==> config.mk <==
export PLATFORM = sky130hd
export DESIGN_NAME = intr_seq
export DESIGN_NICKNAME = d
export VERILOG_FILES = /design/src/rtl/intr_seq.sv
export SDC_FILE = /design/constraint.sdc
export NUM_CORES = 1
export LEC_CHECK = 0
export BUFFER_PORTS_ARGS = -buffer_cell sky130_fd_sc_hd__clkbuf_2
export CAP_MARGIN = 20
export CORE_AREA = 4 4 163 118
export DETAILED_ROUTE_END_ITERATION = 16
export DIE_AREA = 0 0 167 122
export GPL_TIMING_DRIVEN = 0
export HOLD_SLACK_MARGIN = 0.02
export PLACE_DENSITY = 0.75
export SLEW_MARGIN = 15
export SYNTH_ARGS = -nofsm -noshare
export SYNTH_HDL_FRONTEND = slang
export SYNTH_SLANG_ARGS = --single-unit
==> constraint.sdc <==
create_clock -name clk -period 9.2 [get_ports clk]
set_clock_uncertainty 0.15 [all_clocks]
set_input_delay 0.46 -clock clk [delete_from_list [all_inputs] [get_ports clk]]
set_output_delay 0.46 -clock clk [all_outputs]
set_load 0.03 [all_outputs]
==> src/rtl/intr_seq.sv <==
module intr_seq #(
  parameter int AW = 20,
  parameter int DW = 16,
  parameter int TW = 8,
  parameter int IE_BIT = 9,
  parameter int TR_BIT = 8,
  parameter logic [7:0] NMI_TYPE = 8'd2
) (
  input  logic          clk,
  input  logic          rst_n,
  input  logic          nmi_pin,
  input  logic          intr_req,
  output logic          inta,
  input  logic [TW-1:0] bus_type,
  input  logic          sw_req,
  input  logic [TW-1:0] sw_type,
  input  logic          ret_req,
  input  logic [DW-1:0] cur_flags,
  input  logic [DW-1:0] cur_cs,
  input  logic [DW-1:0] cur_ip,
  input  logic [DW-1:0] cur_ss,
  input  logic [DW-1:0] cur_sp,
  output logic          busy,
  output logic          mem_req,
  output logic          mem_we,
  output logic [AW-1:0] mem_addr,
  output logic [DW-1:0] mem_wdata,
  input  logic [DW-1:0] mem_rdata,
  output logic          done,
  output logic [DW-1:0] new_flags,
  output logic [DW-1:0] new_cs,
  output logic [DW-1:0] new_ip,
  output logic [DW-1:0] new_sp
);
  localparam int PAD = AW - DW - 4;
  localparam int VPAD = AW - TW - 2;
  localparam logic [DW-1:0] STEP = DW'(2);
  localparam logic [DW-1:0] CLR_MASK = ~((DW'(1) << IE_BIT) | (DW'(1) << TR_BIT));

  typedef enum logic [3:0] {
    S_IDLE, S_ACK1, S_GAP, S_ACK2,
    S_PFL, S_PCS, S_PIP, S_VIP, S_VCS, S_VWT,
    S_RIP, S_RCS, S_RFL, S_RWT
  } st_t;

  st_t           st;
  logic          nmi_q, nmi_pend;
  logic [TW-1:0] typ;
  logic [DW-1:0] r_fl, r_cs, r_ip, r_ss, r_sp;

  wire nmi_rise = nmi_pin & ~nmi_q;
  wire go_nmi   = nmi_pend | nmi_rise;
  wire go_intr  = intr_req & cur_flags[IE_BIT];
  wire idle     = (st == S_IDLE);
  wire take_nmi = idle & go_nmi;

  wire is_push = (st == S_PFL) | (st == S_PCS) | (st == S_PIP);
  wire is_pop  = (st == S_RIP) | (st == S_RCS) | (st == S_RFL);
  wire is_vec  = (st == S_VIP) | (st == S_VCS);

  wire [DW-1:0] sp_dec = r_sp - STEP;
  wire [DW-1:0] sp_use = is_push ? sp_dec : r_sp;
  wire [AW-1:0] stk_addr = {{PAD{1'b0}}, r_ss, 4'b0000} + {{(AW-DW){1'b0}}, sp_use};
  wire [AW-1:0] vec_addr = {{VPAD{1'b0}}, typ, 2'b00} + ((st == S_VCS) ? AW'(2) : AW'(0));

  assign busy    = ~idle;
  assign inta    = (st == S_ACK1) | (st == S_ACK2);
  assign mem_req = is_push | is_pop | is_vec;
  assign mem_we  = is_push;
  assign mem_addr = is_vec ? vec_addr : stk_addr;

  always_comb begin
    case (st)
      S_PFL:   mem_wdata = r_fl;
      S_PCS:   mem_wdata = r_cs;
      S_PIP:   mem_wdata = r_ip;
      default: mem_wdata = '0;
    endcase
  end

  always_ff @(posedge clk or negedge rst_n) begin
    if (!rst_n) begin
      nmi_q    <= 1'b0;
      nmi_pend <= 1'b0;
    end else begin
      nmi_q    <= nmi_pin;
      nmi_pend <= (nmi_pend | nmi_rise) & ~take_nmi;
    end
  end

  always_ff @(posedge clk or negedge rst_n) begin
    if (!rst_n) begin
      st        <= S_IDLE;
      typ       <= '0;
      r_fl      <= '0;
      r_cs      <= '0;
      r_ip      <= '0;
      r_ss      <= '0;
      r_sp      <= '0;
      done      <= 1'b0;
      new_flags <= '0;
      new_cs    <= '0;
      new_ip    <= '0;
      new_sp    <= '0;
    end else begin
      done <= 1'b0;
      case (st)
        S_IDLE: begin
          if (go_nmi | go_intr | sw_req | ret_req) begin
            r_fl <= cur_flags;
            r_cs <= cur_cs;
            r_ip <= cur_ip;
            r_ss <= cur_ss;
            r_sp <= cur_sp;
          end
          if (go_nmi) begin
            typ <= NMI_TYPE;
            st  <= S_PFL;
          end else if (go_intr) begin
            st <= S_ACK1;
          end else if (sw_req) begin
            typ <= sw_type;
            st  <= S_PFL;
          end else if (ret_req) begin
            st <= S_RIP;
          end
        end
        S_ACK1: st <= S_GAP;
        S_GAP:  st <= S_ACK2;
        S_ACK2: begin
          typ <= bus_type;
          st  <= S_PFL;
        end
        S_PFL: begin
          r_sp <= sp_dec;
          st   <= S_PCS;
        end
        S_PCS: begin
          r_sp <= sp_dec;
          st   <= S_PIP;
        end
        S_PIP: begin
          r_sp <= sp_dec;
          st   <= S_VIP;
        end
        S_VIP: st <= S_VCS;
        S_VCS: begin
          r_ip <= mem_rdata;
          st   <= S_VWT;
        end
        S_VWT: begin
          new_ip    <= r_ip;
          new_cs    <= mem_rdata;
          new_flags <= r_fl & CLR_MASK;
          new_sp    <= r_sp;
          done      <= 1'b1;
          st        <= S_IDLE;
        end
        S_RIP: begin
          r_sp <= r_sp + STEP;
          st   <= S_RCS;
        end
        S_RCS: begin
          r_ip <= mem_rdata;
          r_sp <= r_sp + STEP;
          st   <= S_RFL;
        end
        S_RFL: begin
          r_cs <= mem_rdata;
          r_sp <= r_sp + STEP;
          st   <= S_RWT;
        end
        S_RWT: begin
          new_ip    <= r_ip;
          new_cs    <= r_cs;
          new_flags <= mem_rdata;
          new_sp    <= r_sp;
          done      <= 1'b1;
          st        <= S_IDLE;
        end
        default: st <= S_IDLE;
      endcase
    end
  end
endmodule

# After elaboration in Yosys (flattened, before gate mapping)
# Index checks and enable logic that the tools add are counted.
# op_classes
n_reduce_logical,15
eq_ne,17
bitwise_logic,19
n_addsub,4
mux,22
# ops
operator,count
$pmux 16 s2,4
$pmux 16 s3,2
$mux 16,4
$pmux 4 s12,1
$eq 4x4->1 const B,6
$mux 8,3
$add 20x16->20,1
$mux 20,1
$add 16x2->16 const B,1
$eq 4x3->1 const B,4
$mux 4,4
$pmux 8 s2,1
$sub 16x2->16 const B,1
$or 1x1->1,12
$add 10x2->11,1
$eq 4x2->1 const B,2
$reduce_and 2->1,4
$reduce_bool 2->1,4
$ne 3x3->1 const B,2
$reduce_or 3->1,2
$ne 5x5->1 const B,1
$and 1x1->1,4
$eq 4x1->1 const B,1
$logic_not 4->1,1
7 further kinds,10
# word_totals
reg_bits,159
output_inout_bits,105
inputBits,118
wordCells,91

# Longest topological paths before layout
# Gate-level depths: netlist (run 1).
# depth
depth_word,8
depth_mapped,14
ltp_nobuf,14

# Worst setup path before layout (run 1)
# OpenSTA, ideal clock, no wires.
# synth_timing
kind,register -> output
start,register r_sp[5]
end,output mem_addr[15]
setup_slack_ns,5.253
arrival_time_ns,3.337
required_time_ns,8.590
n_path_buf,1
path_stages_with_launch,14
cell_sequence,dfrtp_1 -> or4_1 -> nand3b_1 -> or2_0 -> clkbuf_1 -> nor2_1 -> xor2_1 -> ha_1 -> a21o_1 -> nand3_1 -> nand2_1 -> o21bai_1 -> a21oi_1 -> nor3b_1
# synth_via
elab_chain_len,4
# synth_rtl
item,line_no,rtl
"start, declared",49,"logic [DW-1:0] r_fl, r_cs, r_ip, r_ss, r_sp;"
"start signal, assigned",114,r_sp <= cur_sp;
"start signal, assigned",135,r_sp <= sp_dec;
"start signal, assigned",139,r_sp <= sp_dec;
$sub 16x2->16,61,wire [DW-1:0] sp_dec = r_sp - STEP;
$mux 16 (*),62,wire [DW-1:0] sp_use = is_push ? sp_dec : r_sp;
$add 20x16->20 (*),63,"wire [AW-1:0] stk_addr = {{PAD{1'b0}}, r_ss, 4'b0000} + {{(AW-DW){1'b0}}, sp_use};"
$mux 20 (*),70,assign mem_addr = is_vec ? vec_addr : stk_addr;
"end, declared",26,"output logic [AW-1:0] mem_addr,"
# Mark *: on every way between the ends. The rest lies on a longest branch, timed or not.

# Worst setup path in the final report (run 1)
# layout_timing
start,register st[2]
end,output mem_addr[16]
# layout_via
elab_chain_len,6
elab_cells_between_ends,11
classes_between,add/sub: 1; eq/ne: 5; mux: 2; bitwise: 3
# layout_rtl
item,line_no,rtl
"start, declared",46,st_t st;
"start signal, assigned",93,st <= S_IDLE;
"start signal, assigned",118,st <= S_PFL;
"start signal, assigned",120,st <= S_ACK1;
$eq 4x3->1,57,wire is_push = (st == S_PFL) | (st == S_PCS) | (st == S_PIP);
$or 1x1->1 (2 in series),57,
$mux 16,62,
$add 20x16->20,63,
$mux 20 (*),70,
# Marked as above.

==> implementation parameters, run 1 <==
Parameter                              Value

Worst setup path
  Peak per-stage delay on the critical path ... about 0.47 ns
  Category of the most critical setup path ... flop to output pin
  Crit. path cell count ... 14
  Data required, critical path ... 8.59 ns
  Highest net fanout along the worst path ... 8
  Crit-path leading delay family ... simple AND/OR/NAND/NOR gates
  WP buf/inv ... 2
  Kind of capture point of the worst setup path ... output pin
  Worst Reg-to-Reg Cells ... 8
  CP max-delay cell ... sky130_fd_sc_hd__nor4_1
  Ordered cell list for the critical path ... buf_2, nor2b_1, nand2_1, nor4_1, xor2_1, ha_1, fa_1, a211oi_1, nor2_1, o21ai_0, o21ai_0, xnor2_1, nor2_1, clkbuf_2
  Critical Path Start Type ... flop
  Crit path DAT ... about 4.3 ns

Place
  Detailed placement HPWL ... around 21 mm
  Port Buffers ... 222
  Final Wtd Congestion ... about 0.93
  Cell area reported after detailed placement ... about 10000 um^2
  Post-Place Cells ... between 1000 and 1500
  Setup WS pre-CTS ... roughly 4.8 ns

Floorplanning
  Row count ... just over 40
  Die ar. ... 20400 um^2
  Initial core utilization ... 49.3%
  Height of the die ... 122 um
  Die span in x ... between 150 and 200 um
  Area of the core region ... ~18000 um^2
  Number of top-level pins ... 223

Synth
  Top cells by area, synth ... sky130_fd_sc_hd__dfrtp_1 46%, sky130_fd_sc_hd__nand2_1 9.6%, sky130_fd_sc_hd__mux2i_1 7.2%
  Area share of the largest cell type after synthesis ... roughly 46%
  Yosys Warn Count ... 0
  Avg Cell Area, Syn ... between 8 and 9 um^2
  Netlist area before placement ... 8720 um^2
  Syn nets ... between 1000 and 1500
  #FFs+latches synth ... roughly 160
  Fraction of registers with async set or reset after synthesis ... 100%
  Synthesized instance count ... 978
  Number of synthesized flops with an enable pin ... 0
  Part of the Yosys area used for sequential elements ... roughly 46%
  Most numerous cell types in the synthesized netlist ... 222 x sky130_fd_sc_hd__nand2_1, 159 x sky130_fd_sc_hd__dfrtp_1, 79 x sky130_fd_sc_hd__nor2_1, 79 x sky130_fd_sc_hd__o21ai_0, 63 x sky130_fd_sc_hd__mux2i_1
  Flip-flop cell with the highest count after synthesis ... sky130_fd_sc_hd__dfrtp_1
  Most instantiated library cell after synthesis ... sky130_fd_sc_hd__nand2_1
  Largest area contributor in the synthesized netlist ... sky130_fd_sc_hd__dfrtp_1
  Distinct cell type count of the synthesized netlist ... between 60 and 70

Power
  Switching power total ... around 2.7 mW
  Proportion of power drawn by flip-flops and latches ... about a quarter
  Clock share of power ... approximately 14%
  PD cells ... approximately 470 nW/um^2
  Power share of the combinational group ... around three fifths
  Switching part of the total ... between 50% and 60%
  Leakage dissipation ... roughly 5.3 nW
  Total chip power ... ~5 mW
  Internal power contribution ... about 2.4 mW
  Peak supply drop ... about 0.37 mV

Layout
  Diodes inserted ... 0
  Final standard cell utilization of the core ... around three fifths
  Layout Cells excl Fill ... roughly 1500
  Share of cells above drive strength 1 ... approximately a quarter
  Final Cell Area ... ~11000 um^2
  Net total in the final layout ... 1357
  Synth-to-Final Area Change ... 23.6%

Route
  Antenna violation net count after detailed routing ... 0
  Via total after detailed routing ... 8415
  Routed wire length per instance ... roughly 20 um
  Vias per std cell ... 5.72
  First-pass detailed-route iteration total ... 5
  Post-detailed-route DRC marker count ... 0
  Initial detailed-routing violation count ... roughly 900
  Total Routed Length ... 29.2 mm

Clock tree
  Number of buffers created by CTS ... 17
  Clock Path Buffers ... 2
  Clock network latency to the later pin of the worst-skew pair ... 0.43 ns
  Buffer type at the clock tree root ... sky130_fd_sc_hd__clkbuf_16
  Clock sinks ... 159
  Post-CTS Repair Setup Buffers ... 0
  Number of cells upsized or downsized after cts ... 0
  Clock edge transition at the registers on the reported setup and hold paths ... 0.07 ns
  H-tree depth ... 4
  CTS tree ... done

STA
  Number of failing setup endpoints in the final timing report ... 0
  Actual slew at the worst max-slew pin ... about 1.0 ns
  Sum of negative setup slack ... 0 ns
  Fraction of the cycle the final worst path needs ... between 50 and 60%
  Rel. slew slack ... between 30% and 40%
  Smallest hold slack ... 0.0967 ns
  Post-layout min period ... 4.93 ns
  Setup repair after global routing missed its margin ... false
  Number of hold violations in the final report ... 0
  Final slew viol count ... 0
  Setup slack of the critical path after layout ... 4.27 ns
  Max Clk Rate ... 0.203 GHz

GRT
  Initial antenna violation count ... 0
  Total congestion overflow after global routing ... 0
  First-pass GRT wire length ... 45.1 mm
  Number of global-route vias before repair ... just under 8000
  Gr usage total ... 28.5%
  Pin count of the biggest net entering global routing ... between 90 and 100

Min path
  Min-Delay Path Class ... input port to flop
  Worst hold path depth ... 3

Run status
  Run status ... finished clean

Flow run
  Total of max-cap violations ... 0
==> layout make-up <==
class	count	area, um^2
plain buffers	66	293
clock buffers	17	425
clock inverters	15	168
fillers	1576	6920
inverters	15	56.3
multi-input cells	738	4390
flip-flops and latches	159	3980
well taps	236	295
repair buffers	225	1170
==> cells by family (layout without fill, tap and decap cells) <==
group	count (synthesis)	count (layout)	synth area share (%)
flops	159	159	45.6
compound gates	233	233	16.0
mux	95	95	11.4
fa+ha+maj	18	18	2.64
xor+xnor	22	22	2.21
simple gates	370	370	18.1
buf+inv	81	338	4.00
==> registers in the layout, summed over array words and instances (netlist names) <==
register,count
r_sp,16
typ,8
new_ip,16
new_flags,16
new_sp,16
new_cs,16
done,1
nmi_q,1
nmi_pend,1
r_ip,16
r_fl,16
r_ss,16
st,4
r_cs,16
==> worst min-delay path: stages <==
cell and delay [ns]:
sky130_fd_sc_hd__clkbuf_2 0.08, sky130_fd_sc_hd__nand2_1 0.04, sky130_fd_sc_hd__o21ai_0 0.06
==> timing repair <==
item                       CTS  global route
hold buffers                 2             0
hold endpoints to repair    63             0
setup endpoints to repair    0             0
==> path summary, 6_finish.rpt <==
path | start | end | slack, ns
worst max register to register | st[3]$_DFFE_PN0P_ | r_ip[12]$_DFFE_PN0P_ | 6.30
worst min register to register | new_ip[8]$_DFFE_PN0P_ | new_ip[8]$_DFFE_PN0P_ | 0.32
worst max-delay path | st[2]$_DFFE_PN0P_ | mem_addr[16] | 4.27
max in group asynchronous | rst_n | r_ip[3]$_DFFE_PN0P_ | 7.59
min in group asynchronous | rst_n | done$_DFF_PN0_ | 0.43
worst min-delay path | cur_sp[0] | r_sp[0]$_DFFE_PN0P_ | 0.1
==> layout by cell type, fill, tap and decap left out, types with 14 or more instances in the layout <==
cell / instances
sky130_fd_sc_hd__a21oi_1: 58
sky130_fd_sc_hd__a22oi_1: 24
sky130_fd_sc_hd__buf_2: 18
sky130_fd_sc_hd__clkbuf_1: 38
sky130_fd_sc_hd__clkbuf_16: 17
sky130_fd_sc_hd__clkbuf_2: 221
sky130_fd_sc_hd__dfrtp_1: 159
sky130_fd_sc_hd__ha_1: 16
sky130_fd_sc_hd__inv_1: 14
sky130_fd_sc_hd__mux2_2: 32
sky130_fd_sc_hd__mux2i_1: 63
sky130_fd_sc_hd__nand2_1: 222
sky130_fd_sc_hd__nor2_1: 79
sky130_fd_sc_hd__o21ai_0: 79
sky130_fd_sc_hd__o21ai_1: 16
sky130_fd_sc_hd__xor2_1: 14
==> layer usage <==
| metal | GRT usage [%] | vias up | share of wire (%) |
|---|---|---|---|
| li1 | - | 3911 | - |
| met1 | 42.8 | 3998 | 46 |
| met2 | 38.8 | 456 | 41 |
| met3 | 9.63 | 50 | 11 |
| met4 | 8.12 | 0 | 2.0 |
| met5 | 0 | - | 0 |
==> power by group through the flow <==
stage | clock network (mW) | registers (mW) | logic (mW)
floorplan | 0 | 1.52 | 1.91
global placement | 0 | 1.29 | 3.00
detailed placement | 0 | 1.30 | 3.04
CTS | 0.730 | 1.30 | 3.06
global route | 0.765 | 1.34 | 3.35
finish | 0.724 | 1.30 | 3.08
No activity file was read; power rests on OpenSTA's default activity.
==> inputs of run 2 (changes only) <==
- CORE_AREA: 4 4 163 118 -> 4 4 165 119
- DIE_AREA: 0 0 167 122 -> 0 0 169 123
- PLACE_DENSITY: 0.75 -> 0.77
- clock period: 9.2 -> 4.08 ns (I/O delays scaled with it)
==> run 2 against run 1 <==
Against the previous run: the run now ends with setup timing left; sequential share of layout area decreased by 5.3 points; sequential cell count unchanged; die area rose by 2.0%; sequential power grew 130%; first-iteration DRC count is 7.8% higher; combinational power rose to 2.7 times the previous value; critical path depth decreased by 1; worst hold slack lost 0.057 ns; largest cell class unchanged; highest routed layer unchanged.
==> implementation parameters, run 2 (same netlist as run 1, synthesis figures left out) <==
Parameter                              Value

Layout
  Layout fillers ... 1341 (-15%)
  Share of cells above drive strength 1 ... 28.7% (+3.2 points)
  Synth-to-Final Area Change ... 44.5%
  Area of the multi-input gates ... 4750 um^2 (+8.3%)
  Most frequent standard cell in the layout excluding fill and tap cells ... sky130_fd_sc_hd__nand2_1
  Net total in the final layout ... 1504 (+11%)
  Layout Cells excl Fill ... 1619 (+10%)
  Sequential cell area ... 3980 um^2 (about the same)
  Commonest non-fill, non-tap cells in the layout ... 219 x sky130_fd_sc_hd__nand2_1, 216 x sky130_fd_sc_hd__clkbuf_2, 157 x sky130_fd_sc_hd__dfrtp_1

Power
  Proportion of power drawn by flip-flops and latches ... 23.2% (-2.3 points)
  PD cells ... 1020 nW/um^2 (+110%)
  Clock share of power ... 12.9% (-1.3 points)
  Internal power contribution ... 6.26 mW (+160%)
  Power share of the combinational group ... 64.0% (+3.6 points)
  Leakage dissipation ... 6.01 nW (+13%)
  Switching power total ... 6.58 mW (+150%)
  Peak supply drop ... 0.949 mV (+150%)
  Switching part of the total ... 51.3% (-1.1 points)

Route
  Routed wire length per instance ... 20.1 um (+1.4%)
  Initial detailed-routing violation count ... 959 (+7.8%)
  Antenna violation net count after detailed routing ... 0 (unchanged)
  Post-detailed-route DRC marker count ... 0 (unchanged)
  Vias per std cell ... 5.74 (+0.27%)
  Total Routed Length ... 32.6 mm (+12%)
  Via total after detailed routing ... 9287 (+10%)
  First-pass detailed-route iteration total ... 7 (+2)

Min path
  Min-Delay Path Class ... input port to flop

Worst setup path
  Kind of capture point of the worst setup path ... output pin
  Highest net fanout along the worst path ... 7 (-1)
  Peak per-stage delay on the critical path ... 0.54 ns (+0.07 ns)
  Ordered cell list for the critical path ... or4_4, nand3b_1, or2_4, nor2_4, xor2_4, ha_4, a21oi_4, o21ai_2, a21oi_2, nor4_1, a221oi_1, nand2_1, buf_6
  Register-to-register setup slack ... 0.67 ns (-5.63 ns)
  Crit path DAT ... 3.73 ns (-0.59 ns)
  Category of the most critical setup path ... flop to output pin
  CP max-delay cell ... sky130_fd_sc_hd__or4_4
  Critical Path Start Type ... flop
  Data required, critical path ... 3.73 ns (-4.86 ns)

STA
  Setup slack of the critical path after layout ... -0.00129 ns (-4.27 ns)
  Actual slew at the worst max-slew pin ... 1.06 ns (+0.0500 ns)
  Final slew viol count ... 0 (unchanged)
  Fraction of the cycle the final worst path needs ... 100%
  Rel. slew slack ... 29.4% (-3.3 points)
  Setup repair after global routing missed its margin ... true
  Number of failing setup endpoints in the final timing report ... 1 (+1)
  Number of hold violations in the final report ... 0 (unchanged)
  Max Clk Rate ... roughly 0.25 GHz
  Post-layout min period ... approximately 4.1 ns

Floorplanning
  Die ar. ... 20800 um^2 (+2.0%)
  Row count ... 41 (unchanged)
  Die span in x ... 169 um (+1.2%)
  Initial core utilization ... 48.7% (-0.56 points)
  Area of the core region ... 17900 um^2 (+1.2%)
  Number of top-level pins ... 223 (unchanged)
  Height of the die ... 123 um (+0.82%)

Clock tree
  Clock network latency to the later pin of the worst-skew pair ... 0.44 ns (about the same)
  Clock sinks ... 159 (unchanged)
  Clock Path Buffers ... 2 (unchanged)
  H-tree depth ... 4 (unchanged)
  CTS tree ... done
  Number of buffers created by CTS ... 17 (unchanged)
  Clock edge transition at the registers on the reported setup and hold paths ... 0.08 ns (about the same)
  Buffer type at the clock tree root ... sky130_fd_sc_hd__clkbuf_16

GRT
  Pin count of the biggest net entering global routing ... 87 (-11%)
  Gr usage total ... 30.4% (+1.9 points)
  First-pass GRT wire length ... 49.2 mm (+9.1%)
  Total congestion overflow after global routing ... 0 (unchanged)
  Initial antenna violation count ... 0 (unchanged)
  Number of global-route vias before repair ... 9101 (+15%)

Place
  Port Buffers ... 222 (unchanged)
  Setup WS pre-CTS ... 0.00183 ns (-4.85 ns)
  Final Wtd Congestion ... 0.954 (+2.2%)
  Post-Place Cells ... 1437 (unchanged)
  Detailed placement HPWL ... 21.6 mm (+0.86%)

Run status
  Violations in the final reports ... setup timing
  Run status ... finished with violations

Flow run
  Total of max-cap violations ... 0 (unchanged)
[run 2: cell count changes in the layout (fill, tap and decap cells not counted), moves of 5 or more]
cell	change
sky130_fd_sc_hd__a21oi_1	-8
sky130_fd_sc_hd__a21oi_2	+5
sky130_fd_sc_hd__buf_4	+26
sky130_fd_sc_hd__clkbuf_1	-5
sky130_fd_sc_hd__clkbuf_2	-5
sky130_fd_sc_hd__dlygate4sd3_1	+124
sky130_fd_sc_hd__ha_1	-7
sky130_fd_sc_hd__nor2_1	-6
sky130_fd_sc_hd__o21ai_0	-7
sky130_fd_sc_hd__xor2_1	-6
sky130_fd_sc_hd__xor2_2	+5
[run 2: critical path, delay by kind of cell (launching register included)]
kind            cells  cell delay [ns]
compound gates      4             0.76
buf+inv             1             0.16
simple gates        6             1.49
flops               1             0.41
fa+ha+maj           1             0.26
xor+xnor            1             0.22
[run 2: path summary, 6_finish.rpt]
| path | startpoint | cells past startpoint | endpoint |
|---|---|---|---|
| max in group asynchronous | rst_n | 3 | new_ip[1]$_DFFE_PN0P_ |
| hold reg to reg | new_ip[7]$_DFFE_PN0P_ | 2 | new_ip[7]$_DFFE_PN0P_ |
| hold / removal | cur_sp[15] | 5 | r_sp[15]$_DFFE_PN0P_ |
| min in group asynchronous | rst_n | 2 | r_ip[10]$_DFFE_PN0P_ |
| setup / recovery | r_sp[5]$_DFFE_PN0P_ | 13 | mem_addr[19] |
| setup reg to reg | st[0]$_DFFE_PN0P_ | 8 | r_ip[13]$_DFFE_PN0P_ |
[run 2: stage by stage]
| step | power (mW) | TNS, ns | area (um^2) | hold slack (ns) | util [%] |
|---|---|---|---|---|---|
| 2_1_floorplan | 7.73 | 0 | 8720 | -0.242 | - |
| 3_3_place_gp | 9.67 | -42.61 | 10100 | 0.179 | 56.6 |
| 3_5_place_dp | 9.81 | 0 | 10200 | 0.173 | 56.8 |
| 4_1_cts | 12.0 | 0 | 12200 | 0.0347 | 68.3 |
| 5_1_grt | 13.6 | -0.291 | 12600 | 0.0839 | 70.4 |
| 6_report | 12.8 | -0.00129 | 12600 | 0.0393 | 70.4 |
[run 2: power groups by stage]
stage | clock, mW | combinational, mW | sequential [mW]
2_1_floorplan | 0 | 4.31 | 3.42
3_3_place_gp | 0 | 6.75 | 2.92
3_5_place_dp | 0 | 6.87 | 2.95
4_1_cts | 1.66 | 7.44 | 2.94
5_1_grt | 1.73 | 8.77 | 3.05
6_report | 1.65 | 8.21 | 2.97
[run 2: per-layer routing]
metal,track usage (%),part of all wire [%],vias up
met5,0,0,-
met4,9.60,2.5,0
met3,8.60,11,74
met2,45.8,44,596
met1,42.9,42,4433
li1,-,-,4184
[run 2: repair_timing]
action / in CTS / in global routing
endpoints found under the hold margin: 202 / 0
cloned: 0 / 0
hold buffers: 126 / 0
gates resized for setup: 31 / 76
pin swaps: 8 / 24
setup buffers: 10 / 14
endpoints found under the setup margin: 11 / 12
[run 2: final cells by class]
class,instances,area share (%)
timing repair buffer,373,20.7
inverter,15,0.447
clock inverter,14,1.28
multi-input combinational,738,37.7
antenna,1,0.0199
clock buffer,18,3.48
sequential,159,31.6
tap,236,2.34
buffer,65,2.37
==> inputs of run 3 (changes only) <==
- PLACE_DENSITY: 0.77 -> default
- PLACE_DENSITY_LB_ADDON: default -> 0.3
- RECOVER_POWER: default -> 25
==> run 3 against run 2 <==
Against the previous run: the run ends with capacitance limit, slew limit left; largest cell class unchanged; final area about the same; cell count unchanged; critical path depth is the same; routed wire length up 2.3%.
==> implementation parameters, run 3 (same netlist as run 1, synthesis figures left out) <==
Parameter                              Value

Layout
  Layout fillers ... 1391 (+3.7%)
  Area of the multi-input gates ... 4700 um^2 (-1.1%)
  Share of cells above drive strength 1 ... 28.1% (-0.60 points)
  Net total in the final layout ... 1505 (+0.066%)
  Sequential cell area ... 3980 um^2 (about the same)
  Diodes inserted ... 0 (-1)
  Final Cell Area ... 12600 um^2 (about the same)
  Commonest non-fill, non-tap cells in the layout ... 218 x sky130_fd_sc_hd__nand2_1, 211 x sky130_fd_sc_hd__clkbuf_2, 156 x sky130_fd_sc_hd__dfrtp_1
  Most frequent standard cell in the layout excluding fill and tap cells ... sky130_fd_sc_hd__nand2_1
  Synth-to-Final Area Change ... 44.5% (about the same)
  Final standard cell utilization of the core ... 70.4% (about the same)

Worst setup path
  Peak per-stage delay on the critical path ... 0.53 ns (about the same)
  Crit path DAT ... 3.68 ns (-0.05 ns)
  Crit-path leading delay family ... simple AND/OR/NAND/NOR gates
  WP buf/inv ... 1 (unchanged)
  Kind of capture point of the worst setup path ... output pin
  Ordered cell list for the critical path ... or4_1, nand3b_1, or2_4, nor2_4, xor2_2, ha_4, a21oi_2, o21ai_1, a21oi_2, nor4_1, a221oi_1, nand2_1, buf_4
  Highest net fanout along the worst path ... 7 (unchanged)
  Critical Path Start Type ... flop
  Category of the most critical setup path ... flop to output pin
  Most common cell on crit path ... sky130_fd_sc_hd__a21oi_2
  CP max-delay cell ... sky130_fd_sc_hd__or4_1
  Data required, critical path ... 3.73 ns (about the same)

Route
  Routed wire length per instance ... 20.6 um (+2.3%)
  Initial detailed-routing violation count ... 1102 (+15%)
  Vias per std cell ... 5.68 (-0.93%)
  Via total after detailed routing ... 9201 (-0.93%)
  Total Routed Length ... 33.3 mm (+2.3%)
  First-pass detailed-route iteration total ... 6 (-1)
  Post-detailed-route DRC marker count ... 0 (unchanged)
  Antenna violation net count after detailed routing ... 0 (unchanged)

Floorplanning
  Die span in x ... 169 um (unchanged)
  Die ar. ... 20800 um^2 (unchanged)
  Area of the core region ... 17900 um^2 (unchanged)
  Row count ... 41 (unchanged)
  Number of top-level pins ... 223 (unchanged)
  Height of the die ... 123 um (unchanged)
  Initial core utilization ... 48.7% (unchanged)

STA
  Setup slack of the critical path after layout ... 0.0432 ns (+0.0445 ns)
  Final slew viol count ... 49 (+49)
  Sum of negative setup slack ... 0 ns (+0.00129 ns)
  Rel. slew slack ... -94.3% (-120 points)
  Number of hold violations in the final report ... 0 (unchanged)
  Number of failing setup endpoints in the final timing report ... 0 (-1)
  Actual slew at the worst max-slew pin ... 2.91 ns (+1.86 ns)
  Fraction of the cycle the final worst path needs ... 98.9% (-1.1 points)
  Max Clk Rate ... 0.248 GHz (+1.1%)
  Post-layout min period ... 4.04 ns (-0.0445 ns)

Place
  Final Wtd Congestion ... 0.913 (-4.2%)
  Port Buffers ... 222 (unchanged)
  Setup WS pre-CTS ... 0.0415 ns (+0.0397 ns)
  Cell area reported after detailed placement ... 10200 um^2 (+0.27%)
  Detailed placement HPWL ... 21.9 mm (+1.7%)

Clock tree
  H-tree depth ... 4 (unchanged)
  Clock Path Buffers ... 2 (unchanged)
  Clock network latency to the later pin of the worst-skew pair ... 0.44 ns (about the same)
  Number of buffers created by CTS ... 17 (unchanged)
  Clock edge transition at the registers on the reported setup and hold paths ... 0.07 ns (about the same)
  Clock sinks ... 159 (unchanged)
  Buffer type at the clock tree root ... sky130_fd_sc_hd__clkbuf_16
  CTS tree ... done

Power
  Power share of the combinational group ... 62.7% (-1.3 points)
  Peak supply drop ... 0.714 mV (-25%)
  Proportion of power drawn by flip-flops and latches ... 23.1% (about the same)
  Leakage dissipation ... 6.01 nW (about the same)
  Switching power total ... 6.46 mW (-1.8%)
  Switching part of the total ... 50.3% (-0.94 points)
  PD cells ... 1020 nW/um^2 (about the same)
  Total chip power ... 12.8 mW (about the same)
  Clock share of power ... 14.2% (+1.3 points)
  Internal power contribution ... 6.38 mW (+2.0%)

GRT
  Gr usage total ... 31.0% (+0.63 points)
  Total congestion overflow after global routing ... 0 (unchanged)
  Number of global-route vias before repair ... 8879 (-2.4%)
  Initial antenna violation count ... 0 (unchanged)
  Pin count of the biggest net entering global routing ... 62 (-29%)
  First-pass GRT wire length ... 49.8 mm (+1.3%)

Min path
  Min-Delay Path Class ... input port to flop

Run status
  Violations in the final reports ... capacitance limit, slew limit
  Run status ... finished with violations

Flow run
  Total of max-cap violations ... 1 (+1)
run 3: cell count changes in the layout (fill, tap and decap cells not counted), moves of 3 or more:
cell                            before  now
sky130_fd_sc_hd__clkbuf_1           33   42
sky130_fd_sc_hd__clkbuf_2          216  211
sky130_fd_sc_hd__buf_4              26   29
sky130_fd_sc_hd__bufinv_16           1    4
sky130_fd_sc_hd__dlygate4sd3_1     126  123
sky130_fd_sc_hd__inv_8               5    2
run 3: through the flow:
step | instances | hold slack, ns
after floorplan | 978 | -0.242
after global placement | 1436 | 0.178
after detailed placement | 1438 | 0.0357
after CTS | 1602 | 0.0286
after global routing | 1619 | 0.0740
final | 1619 | 0.0349
run 3: tightest hold or removal path, stage by stage:
cell	delay (ns)
sky130_fd_sc_hd__clkbuf_2	0.09
sky130_fd_sc_hd__a32oi_1	0.05
sky130_fd_sc_hd__o21a_1	0.11
sky130_fd_sc_hd__o21ai_0	0.13
run 3: final timing paths:
path | start | end | slack (ns) | cells after the start
hold reg to reg | new_ip[7]$_DFFE_PN0P_ | new_ip[7]$_DFFE_PN0P_ | 0.33 | 2
max in group asynchronous | rst_n | r_sp[5]$_DFFE_PN0P_ | 0.80 | 2
setup / recovery | r_sp[5]$_DFFE_PN0P_ | mem_addr[19] | 0.04 | 13
hold / removal | cur_sp[6] | r_sp[6]$_DFFE_PN0P_ | 0.03 | 4
setup reg to reg | st[3]$_DFFE_PN0P_ | r_ip[13]$_DFFE_PN0P_ | 0.69 | 8
min in group asynchronous | rst_n | new_ip[8]$_DFFE_PN0P_ | 1.10 | 2
run 3: what timing repair did:
| action | 4_1_cts | 5_1_grt |
|---|---|---|
| setup endpoints to repair | 10 | 9 |
| resized for setup | 28 | 61 |
| pin swaps | 6 | 21 |
| buffers inserted | 10 | 17 |
| hold buffers | 123 | 0 |
| gates cloned | 0 | 0 |
| endpoints found under the hold margin | 214 | 0 |
run 3: cell type report:
cell class              instances  share of cell area, %
clock buffers                  20                   3.70
plain buffers                  65                   2.36
multi-input cells             738                   37.3
clock inverters                12                   1.55
flip-flops and latches        159                   31.6
well taps                     236                   2.34
repair buffers                374                   20.7
inverters                      15                  0.447
run 3: layer usage:
metal  track usage [%]  routed length [um]  vias to the layer above
met3              6.87                3220                       53
met5                 0                   0                        -
li1                  -                   -                     4201
met4              9.15                 593                        0
met2              46.4               14800                      521
met1              45.6               14700                     4426
run 3: power groups by stage:
stage	sequential [mW]	clock, mW	combinational (mW)
2_1_floorplan	3.42	0	4.31
3_3_place_gp	2.92	0	6.76
3_5_place_dp	2.94	0	6.86
4_1_cts	2.93	1.83	7.38
5_1_grt	3.06	1.90	8.64
6_report	2.97	1.82	8.05
